<file path="src/rtl/mtrap_pkg.sv">
package mtrap_pkg;

    typedef enum logic [1:0] {
        PRIV_U = 2'b00,
        PRIV_M = 2'b11
    } priv_e;

    typedef enum logic [1:0] {
        EV_NONE,
        EV_TRAP,
        EV_MRET,
        EV_CSR
    } event_e;

    localparam logic [11:0] ADDR_MSTATUS = 12'h300;
    localparam logic [11:0] ADDR_MTVEC   = 12'h305;
    localparam logic [11:0] ADDR_MEPC    = 12'h341;
    localparam logic [11:0] ADDR_MCAUSE  = 12'h342;
    localparam logic [11:0] ADDR_MTVAL   = 12'h343;

    localparam int BIT_MIE    = 3;
    localparam int BIT_MPIE   = 7;
    localparam int BIT_MPP_LO = 11;

endpackage

</file>
<file path="src/rtl/mtrap_arbiter.sv">
module mtrap_arbiter
    import mtrap_pkg::*;
(
    input  logic   trap_req,
    input  logic   trap_is_irq,
    input  logic   mret_req,
    input  logic   csr_en,
    input  logic   csr_we,
    input  logic   csr_known,
    input  priv_e  priv,
    input  logic   mie,
    output event_e ev,
    output logic   csr_illegal
);

    logic irq_open;
    logic trap_ok;
    logic mret_ok;
    logic csr_ok;

    always_comb begin
        // user mode always lets interrupts through
        irq_open    = mie || (priv == PRIV_U);
        trap_ok     = trap_req && (!trap_is_irq || irq_open);
        mret_ok     = mret_req && (priv == PRIV_M);
        csr_ok      = csr_en && csr_we && csr_known && (priv == PRIV_M);
        csr_illegal = csr_en && (!csr_known || (priv != PRIV_M));
        if (trap_ok)      ev = EV_TRAP;
        else if (mret_ok) ev = EV_MRET;
        else if (csr_ok)  ev = EV_CSR;
        else              ev = EV_NONE;
    end

endmodule

</file>
<file path="src/rtl/mtrap_csr_file.sv">
module mtrap_csr_file
    import mtrap_pkg::*;
#(
    parameter int              XLEN      = 32,
    parameter int              CODE_W    = 5,
    parameter logic [XLEN-1:0] RESET_VEC = 'h100
) (
    input  logic              clk,
    input  logic              rst_n,
    input  event_e            ev,
    input  priv_e             priv,
    input  logic              trap_is_irq,
    input  logic [CODE_W-1:0] trap_code,
    input  logic [XLEN-1:0]   trap_pc,
    input  logic [XLEN-1:0]   trap_next_pc,
    input  logic [XLEN-1:0]   trap_val,
    input  logic [11:0]       csr_addr,
    input  logic [XLEN-1:0]   csr_wdata,
    output logic              mie,
    output logic              mpie,
    output priv_e             mpp,
    output logic [XLEN-1:0]   mepc,
    output logic [XLEN-1:0]   mtvec,
    output logic [XLEN-1:0]   rdata_raw,
    output logic              csr_known
);

    localparam int              PAD_W    = XLEN - 1 - CODE_W;
    localparam logic [XLEN-1:0] ALIGN_MK = {{(XLEN-2){1'b1}}, 2'b00};

    logic [XLEN-1:0] mcause;
    logic [XLEN-1:0] mtval;
    logic [XLEN-1:0] save_pc;
    logic [1:0]      wr_mpp;

    always_comb begin
        save_pc = trap_is_irq ? trap_next_pc : trap_pc;
        wr_mpp  = csr_wdata[BIT_MPP_LO +: 2];
    end

    always_ff @(posedge clk or negedge rst_n) begin
        if (!rst_n) begin
            mie    <= 1'b0;
            mpie   <= 1'b0;
            mpp    <= PRIV_U;
            mepc   <= '0;
            mcause <= '0;
            mtval  <= '0;
            mtvec  <= RESET_VEC & ALIGN_MK;
        end else begin
            unique case (ev)
                EV_TRAP: begin
                    mpie   <= mie;
                    mie    <= 1'b0;
                    mpp    <= priv;
                    mepc   <= save_pc & ALIGN_MK;
                    mcause <= {trap_is_irq, {PAD_W{1'b0}}, trap_code};
                    mtval  <= trap_val;
                end
                EV_MRET: begin
                    mie  <= mpie;
                    mpie <= 1'b1;
                    mpp  <= PRIV_U;
                end
                EV_CSR: begin
                    case (csr_addr)
                        ADDR_MSTATUS: begin
                            mie  <= csr_wdata[BIT_MIE];
                            mpie <= csr_wdata[BIT_MPIE];
                            if (wr_mpp == 2'b00 || wr_mpp == 2'b11)
                                mpp <= priv_e'(wr_mpp);
                        end
                        ADDR_MTVEC:  mtvec  <= csr_wdata & ALIGN_MK;
                        ADDR_MEPC:   mepc   <= csr_wdata & ALIGN_MK;
                        ADDR_MCAUSE: mcause <= csr_wdata;
                        ADDR_MTVAL:  mtval  <= csr_wdata;
                        default: ;
                    endcase
                end
                EV_NONE: ;
            endcase
        end
    end

    always_comb begin
        rdata_raw = '0;
        csr_known = 1'b1;
        case (csr_addr)
            ADDR_MSTATUS: begin
                rdata_raw[BIT_MIE]          = mie;
                rdata_raw[BIT_MPIE]         = mpie;
                rdata_raw[BIT_MPP_LO +: 2]  = mpp;
            end
            ADDR_MTVEC:  rdata_raw = mtvec;
            ADDR_MEPC:   rdata_raw = mepc;
            ADDR_MCAUSE: rdata_raw = mcause;
            ADDR_MTVAL:  rdata_raw = mtval;
            default:     csr_known = 1'b0;
        endcase
    end

    // status stacking on trap entry
    a_r1_status_stack: assert property (@(posedge clk) disable iff (!rst_n)
        (ev == EV_TRAP) |=> (!mie && mpie == $past(mie) && mpp == $past(priv)));

    // status unstacking on return
    a_r5_status_unstack: assert property (@(posedge clk) disable iff (!rst_n)
        (ev == EV_MRET) |=> (mpie && mpp == PRIV_U && mie == $past(mpie)));

    // interrupt flag lands in the top bit of mcause
    a_r4_cause_kind: assert property (@(posedge clk) disable iff (!rst_n)
        (ev == EV_TRAP) |=> (mcause[XLEN-1] == $past(trap_is_irq)));

    // MPP only ever holds a supported mode
    a_r11_mpp_legal: assert property (@(posedge clk) disable iff (!rst_n)
        (mpp == PRIV_U) || (mpp == PRIV_M));

endmodule

</file>
<file path="src/rtl/mtrap_unit.sv">
module mtrap_unit
    import mtrap_pkg::*;
#(
    parameter int              XLEN      = 32,
    parameter int              CODE_W    = 5,
    parameter logic [XLEN-1:0] RESET_VEC = 'h100
) (
    input  logic              clk,
    input  logic              rst_n,
    input  logic              trap_req,
    input  logic              trap_is_irq,
    input  logic [CODE_W-1:0] trap_code,
    input  logic [XLEN-1:0]   trap_pc,
    input  logic [XLEN-1:0]   trap_next_pc,
    input  logic [XLEN-1:0]   trap_val,
    input  logic              mret_req,
    input  logic              csr_en,
    input  logic              csr_we,
    input  logic [11:0]       csr_addr,
    input  logic [XLEN-1:0]   csr_wdata,
    output logic [XLEN-1:0]   csr_rdata,
    output logic              csr_illegal,
    output logic              redirect_valid,
    output logic [XLEN-1:0]   redirect_pc,
    output logic [1:0]        priv_o
);

    priv_e           priv_q;
    priv_e           priv_d;
    event_e          ev;
    logic            mie;
    logic            mpie;
    priv_e           mpp;
    logic [XLEN-1:0] mepc;
    logic [XLEN-1:0] mtvec;
    logic [XLEN-1:0] rdata_raw;
    logic            csr_known;

    mtrap_arbiter u_arb (
        .trap_req    (trap_req),
        .trap_is_irq (trap_is_irq),
        .mret_req    (mret_req),
        .csr_en      (csr_en),
        .csr_we      (csr_we),
        .csr_known   (csr_known),
        .priv        (priv_q),
        .mie         (mie),
        .ev          (ev),
        .csr_illegal (csr_illegal)
    );

    mtrap_csr_file #(
        .XLEN      (XLEN),
        .CODE_W    (CODE_W),
        .RESET_VEC (RESET_VEC)
    ) u_csr (
        .clk          (clk),
        .rst_n        (rst_n),
        .ev           (ev),
        .priv         (priv_q),
        .trap_is_irq  (trap_is_irq),
        .trap_code    (trap_code),
        .trap_pc      (trap_pc),
        .trap_next_pc (trap_next_pc),
        .trap_val     (trap_val),
        .csr_addr     (csr_addr),
        .csr_wdata    (csr_wdata),
        .mie          (mie),
        .mpie         (mpie),
        .mpp          (mpp),
        .mepc         (mepc),
        .mtvec        (mtvec),
        .rdata_raw    (rdata_raw),
        .csr_known    (csr_known)
    );

    // privilege state register
    always_ff @(posedge clk or negedge rst_n) begin
        if (!rst_n) priv_q <= PRIV_M;
        else        priv_q <= priv_d;
    end

    // privilege transitions: trap-enter, return, hold
    always_comb begin
        priv_d = priv_q;
        unique case (ev)
            EV_TRAP:        priv_d = PRIV_M;
            EV_MRET:        priv_d = mpp;
            EV_CSR, EV_NONE: ;
        endcase
    end

    // outputs
    always_comb begin
        redirect_valid = 1'b0;
        redirect_pc    = '0;
        unique case (ev)
            EV_TRAP: begin
                redirect_valid = 1'b1;
                redirect_pc    = mtvec;
            end
            EV_MRET: begin
                redirect_valid = 1'b1;
                redirect_pc    = mepc;
            end
            EV_CSR, EV_NONE: ;
        endcase
        priv_o    = priv_q;
        csr_rdata = (csr_en && !csr_illegal) ? rdata_raw : '0;
    end

    // any taken trap leaves the hart in machine mode
    a_r1_enter_machine: assert property (@(posedge clk) disable iff (!rst_n)
        (ev == EV_TRAP) |=> (priv_q == PRIV_M));

    // masked interrupt in machine mode is never taken
    a_r7_irq_masked: assert property (@(posedge clk) disable iff (!rst_n)
        (trap_req && trap_is_irq && !mie && priv_q == PRIV_M) |-> (ev != EV_TRAP));

    // return strobe in user mode has no effect
    a_r6_user_mret: assert property (@(posedge clk) disable iff (!rst_n)
        (priv_q == PRIV_U && mret_req && !trap_req) |=> (priv_q == PRIV_U));

    // user-mode CSR access refused and reads zero
    a_r10_user_csr: assert property (@(posedge clk) disable iff (!rst_n)
        (csr_en && priv_q == PRIV_U) |-> (csr_illegal && csr_rdata == '0));

    // a taken trap excludes a return in the same cycle
    a_r8_trap_wins: assert property (@(posedge clk) disable iff (!rst_n)
        (trap_req && !trap_is_irq && mret_req) |-> (ev == EV_TRAP));

endmodule

</file>
<file path="config.mk">
export PLATFORM = sky130hd
export DESIGN_NAME = mtrap_unit
export DESIGN_NICKNAME = d
export VERILOG_FILES = /design/src/rtl/mtrap_pkg.sv /design/src/rtl/mtrap_arbiter.sv /design/src/rtl/mtrap_csr_file.sv /design/src/rtl/mtrap_unit.sv
export SDC_FILE = /design/constraint.sdc
export NUM_CORES = 1
export LEC_CHECK = 0
export BUFFER_PORTS_ARGS = -buffer_cell sky130_fd_sc_hd__buf_2
export CORE_AREA = 2 2 116 118
export DETAILED_ROUTE_END_ITERATION = 16
export DIE_AREA = 0 0 118 120
export PLACE_DENSITY = 0.85
export SYNTH_ARGS = -nofsm -noshare
export SYNTH_HDL_FRONTEND = slang
export SYNTH_SLANG_ARGS = --single-unit
</file>
<file path="constraint.sdc">
create_clock -name clk -period 9.1 [get_ports clk]
set_input_delay 2.73 -clock clk [delete_from_list [all_inputs] [get_ports clk]]
set_output_delay 2.73 -clock clk [all_outputs]
set_load 0.02 [all_outputs]
</file>
==> results.py <==
metrics = {
    "timing": {
        "max_freq_mhz": 127,
        "finalClockSkew_ns": 0.0114,
        "setup_tns_ns": 0,
        "relSlewSlack_pct": 23.0,
        "fin_crit_ns": 7.89,
        "maxSlewViolCount": 0,
        "tightest_slew_ns": 1.15,
        "setup_viol": 0,
        "rsz0062_at_grt": "false",
        "period_share_pct": 86.7,
        "hold_viol": 0,
    },
    "synth": {
        "synth_warnings": 0,
        "postSynth.asyncResetShare_pct": 100,
        "synth-main-ff-cell": "dfrtp_1",
        "syn-cell-area_mm2": 0.00714,
        "yosysUniqueCellTypes": 45,
        "syn_area_per_cell_um2": 8.36,
        "synthCells": 854,
        "ys_ff_latch": 130,
        "synth_edf_count": 0,
        "yosysSeqAreaShare_pct": 45.6,
    },
    "global_route": {
        "overflow": 0,
        "grt_max_degree": 79,
        "grt_pass1_wl_um": 36500,
        "grt.total_usage_pct": 32.9,
        "grt_pass1_vias": 7359,
        "grt_antenna_before_repair": 1,
    },
    "power": {
        "clkPwrFrac_pct": 37.5,
        "p_leak_nw": 4.20,
        "intPower_mw": 1.30,
        "p_sw_mw": 0.620,
        "p_per_area_mw_per_mm2": 217,
        "p_sw_share_pct": 32.2,
        "ir_worst_vdd_mv": 0.148,
        "sequentialPowerShare_pct": 41.2,
        "p_comb_share_pct": 21.3,
        "total_power_mw": 1.92,
    },
    "floorplanning": {
        "io_pins": 220,
        "fp.dieW_um": 118,
        "coreArea_mm2": 0.0130,
        "rows": 42,
        "initial_core_util_pct": 55.0,
        "die-height_um": 120,
        "fp.dieArea_mm2": 0.0142,
    },
    "detailed_routing": {
        "vias": 7355,
        "drt_iter0_drc": 602,
        "finalWirelength_um": 23000,
        "drc_errors": 0,
        "viasPerCell": 6.05,
        "first_pass_iters": 6,
        "wl_per_cell_um": 18.9,
        "antenna_left": 0,
    },
    "cells_and_area": {
        "multiInputGateArea_mm2": 0.00359,
        "final_common_cell": "nand2_1",
        "areaGrowthSynthToFinish_pct": 24.1,
        "antenna_cells": 0,
        "fin_nets": 1178,
        "nFillCells": 1086,
        "layout.cells.most_common_list": "nand2_1 (238), buf_2 (212), dfrtp_1 (127)",
        "seqCellArea_mm2": 0.00326,
        "drive_above_1_share_pct": 28.8,
    },
    "outcome": {
        "outcome": "completed",
    },
    "cts": {
        "hold_buffers": 0,
        "clock_sinks": 130,
        "cts_setup_buffers": 0,
        "cts_buffers": 17,
        "cts_root_buf": "clkbuf_16",
        "clkLatencyLatePin_ns": 0.42,
        "cts.clk_slew.worst_paths_ns": 0.06,
        "ctsResizeCount": 0,
        "cts_buffer_depth": 2,
        "cts.htree.levels": 4,
        "cts_tree": "done",
    },
    "placed_design": {
        "hpwl_um": 14200,
        "numPortBuffers": 213,
        "gp_congestion": 0.852,
    },
    "worst_setup_path": {
        "critical_path.endpoint_type": "output pin",
        "worstPathRequired_ns": 6.37,
        "start_kind": "primary input",
        "crit_arrival_ns": 5.16,
        "worstSetupPathType": "in2out",
        "worstPathMaxFanout": 18,
    },
    "flow_run": {
        "maxCapViolCount": 0,
    },
    "min_path": {
        "min_path_type": "reg2reg",
    },
}
-- Yosys cell counts (all sizes together) (2+ instances only) --
cell type / count / area, um2
o21ai: 85 / 425
mux2i: 7 / 70.1
inv: 2 / 7.51
a22oi: 21 / 158
nand3b: 2 / 27.5
nor2: 57 / 221
dfrtp: 127 / 3180
a21o: 3 / 23.8
nand3: 33 / 165
a31oi: 58 / 363
a222oi: 9 / 90.1
o21a: 2 / 15.0
o31ai: 4 / 30.0
nor3b: 2 / 31.3
nor3: 4 / 25.0
a21oi: 21 / 113
nand2b: 2 / 12.5
clkbuf: 34 / 128
nand4: 3 / 25.0
a211oi: 30 / 225
and3: 2 / 12.5
buf: 37 / 215
mux2: 30 / 338
dfstp: 3 / 78.8
nand2: 239 / 897
nor2b: 30 / 188
-- critical path, cell delays in order --
cell and delay (ns):
buf_2 0.33, nor4bb_1 0.27, nand2_1 0.16, a21oi_2 0.38, nand4_2 0.46, buf_4 0.39, a31oi_1 0.22, buf_2 0.21
-- path summary, 6_finish.rpt --
kind	to	start	slack, ns	cells after the start
hold / removal	u_csr.mcause[30]	u_csr.mcause[30]	0.48	2
setup / recovery	csr_rdata[23]	csr_addr[0]	1.21	8
setup reg to reg	u_csr.mtval[12]	priv_o[1]	5.48	7
min in group asynchronous	u_csr.mtvec[13]	rst_n	2.47	1
hold reg to reg	u_csr.mcause[30]	u_csr.mcause[30]	0.48	2
max in group asynchronous	u_csr.mtval[24]	rst_n	5.38	2
-- logic make-up after synthesis --
logic type	share of synthesized area, %
xor gates and xnor gates	0.123
other	0.0526
DFF	45.6
and+or+nand+nor	23.2
AOI/OAI and AO/OA	20.3
muxes	5.72
buffers and inverters	4.91
-- layout make-up --
type                    instances  area share, %
multi-input cells             652           40.6
flip-flops and latches        130           36.8
repair buffers                223           12.9
clock buffers                  21           5.43
well taps                     176           2.49
clock inverters                11           1.71
inverters                       2         0.0848
-- metrics by stage --
step	utilization, %	instance area (um2)	hold slack, ns	worst slack (ns)	std cells
2_1_floorplan	-	7140	0.449	2.05	855
3_3_place_gp	63.3	8220	0.461	1.33	1183
3_5_place_dp	63.3	8220	0.473	1.35	1183
4_1_cts	68.2	8850	0.487	1.32	1215
5_1_grt	68.2	8850	0.502	1.01	1215
6_report	68.2	8850	0.484	1.21	1215
-- per-layer routing --
| layer | vias up | track usage, % | wire length [um] |
|---|---|---|---|
| li1 | 3342 | - | - |
| met1 | 3527 | 39.9 | 8970 |
| met2 | 418 | 56.4 | 11400 |
| met3 | 66 | 7.46 | 1940 |
| met4 | 2 | 14.4 | 701 |
| met5 | - | 0 | 13 |
-- registers in the layout (all words and copies together) (netlist names) --
name / cells
u_csr.mie: 1
u_csr.mpp: 2
u_csr.mtvec: 30
u_csr.mtval: 32
u_csr.mcause: 32
u_csr.mpie: 1
priv_o: 2
u_csr.mepc: 30
-- power by group through the flow --
| stage | clock network [mW] | logic, mW | registers [mW] |
|---|---|---|---|
| finish | 0.720 | 0.410 | 0.793 |
| global route | 0.757 | 0.453 | 0.806 |
| CTS | 0.723 | 0.407 | 0.790 |
| detailed placement | 0 | 0.404 | 0.797 |
| global placement | 0 | 0.394 | 0.791 |
| floorplan | 0 | 0.271 | 0.771 |
Note: power is estimated with default switching activity, not from simulation.
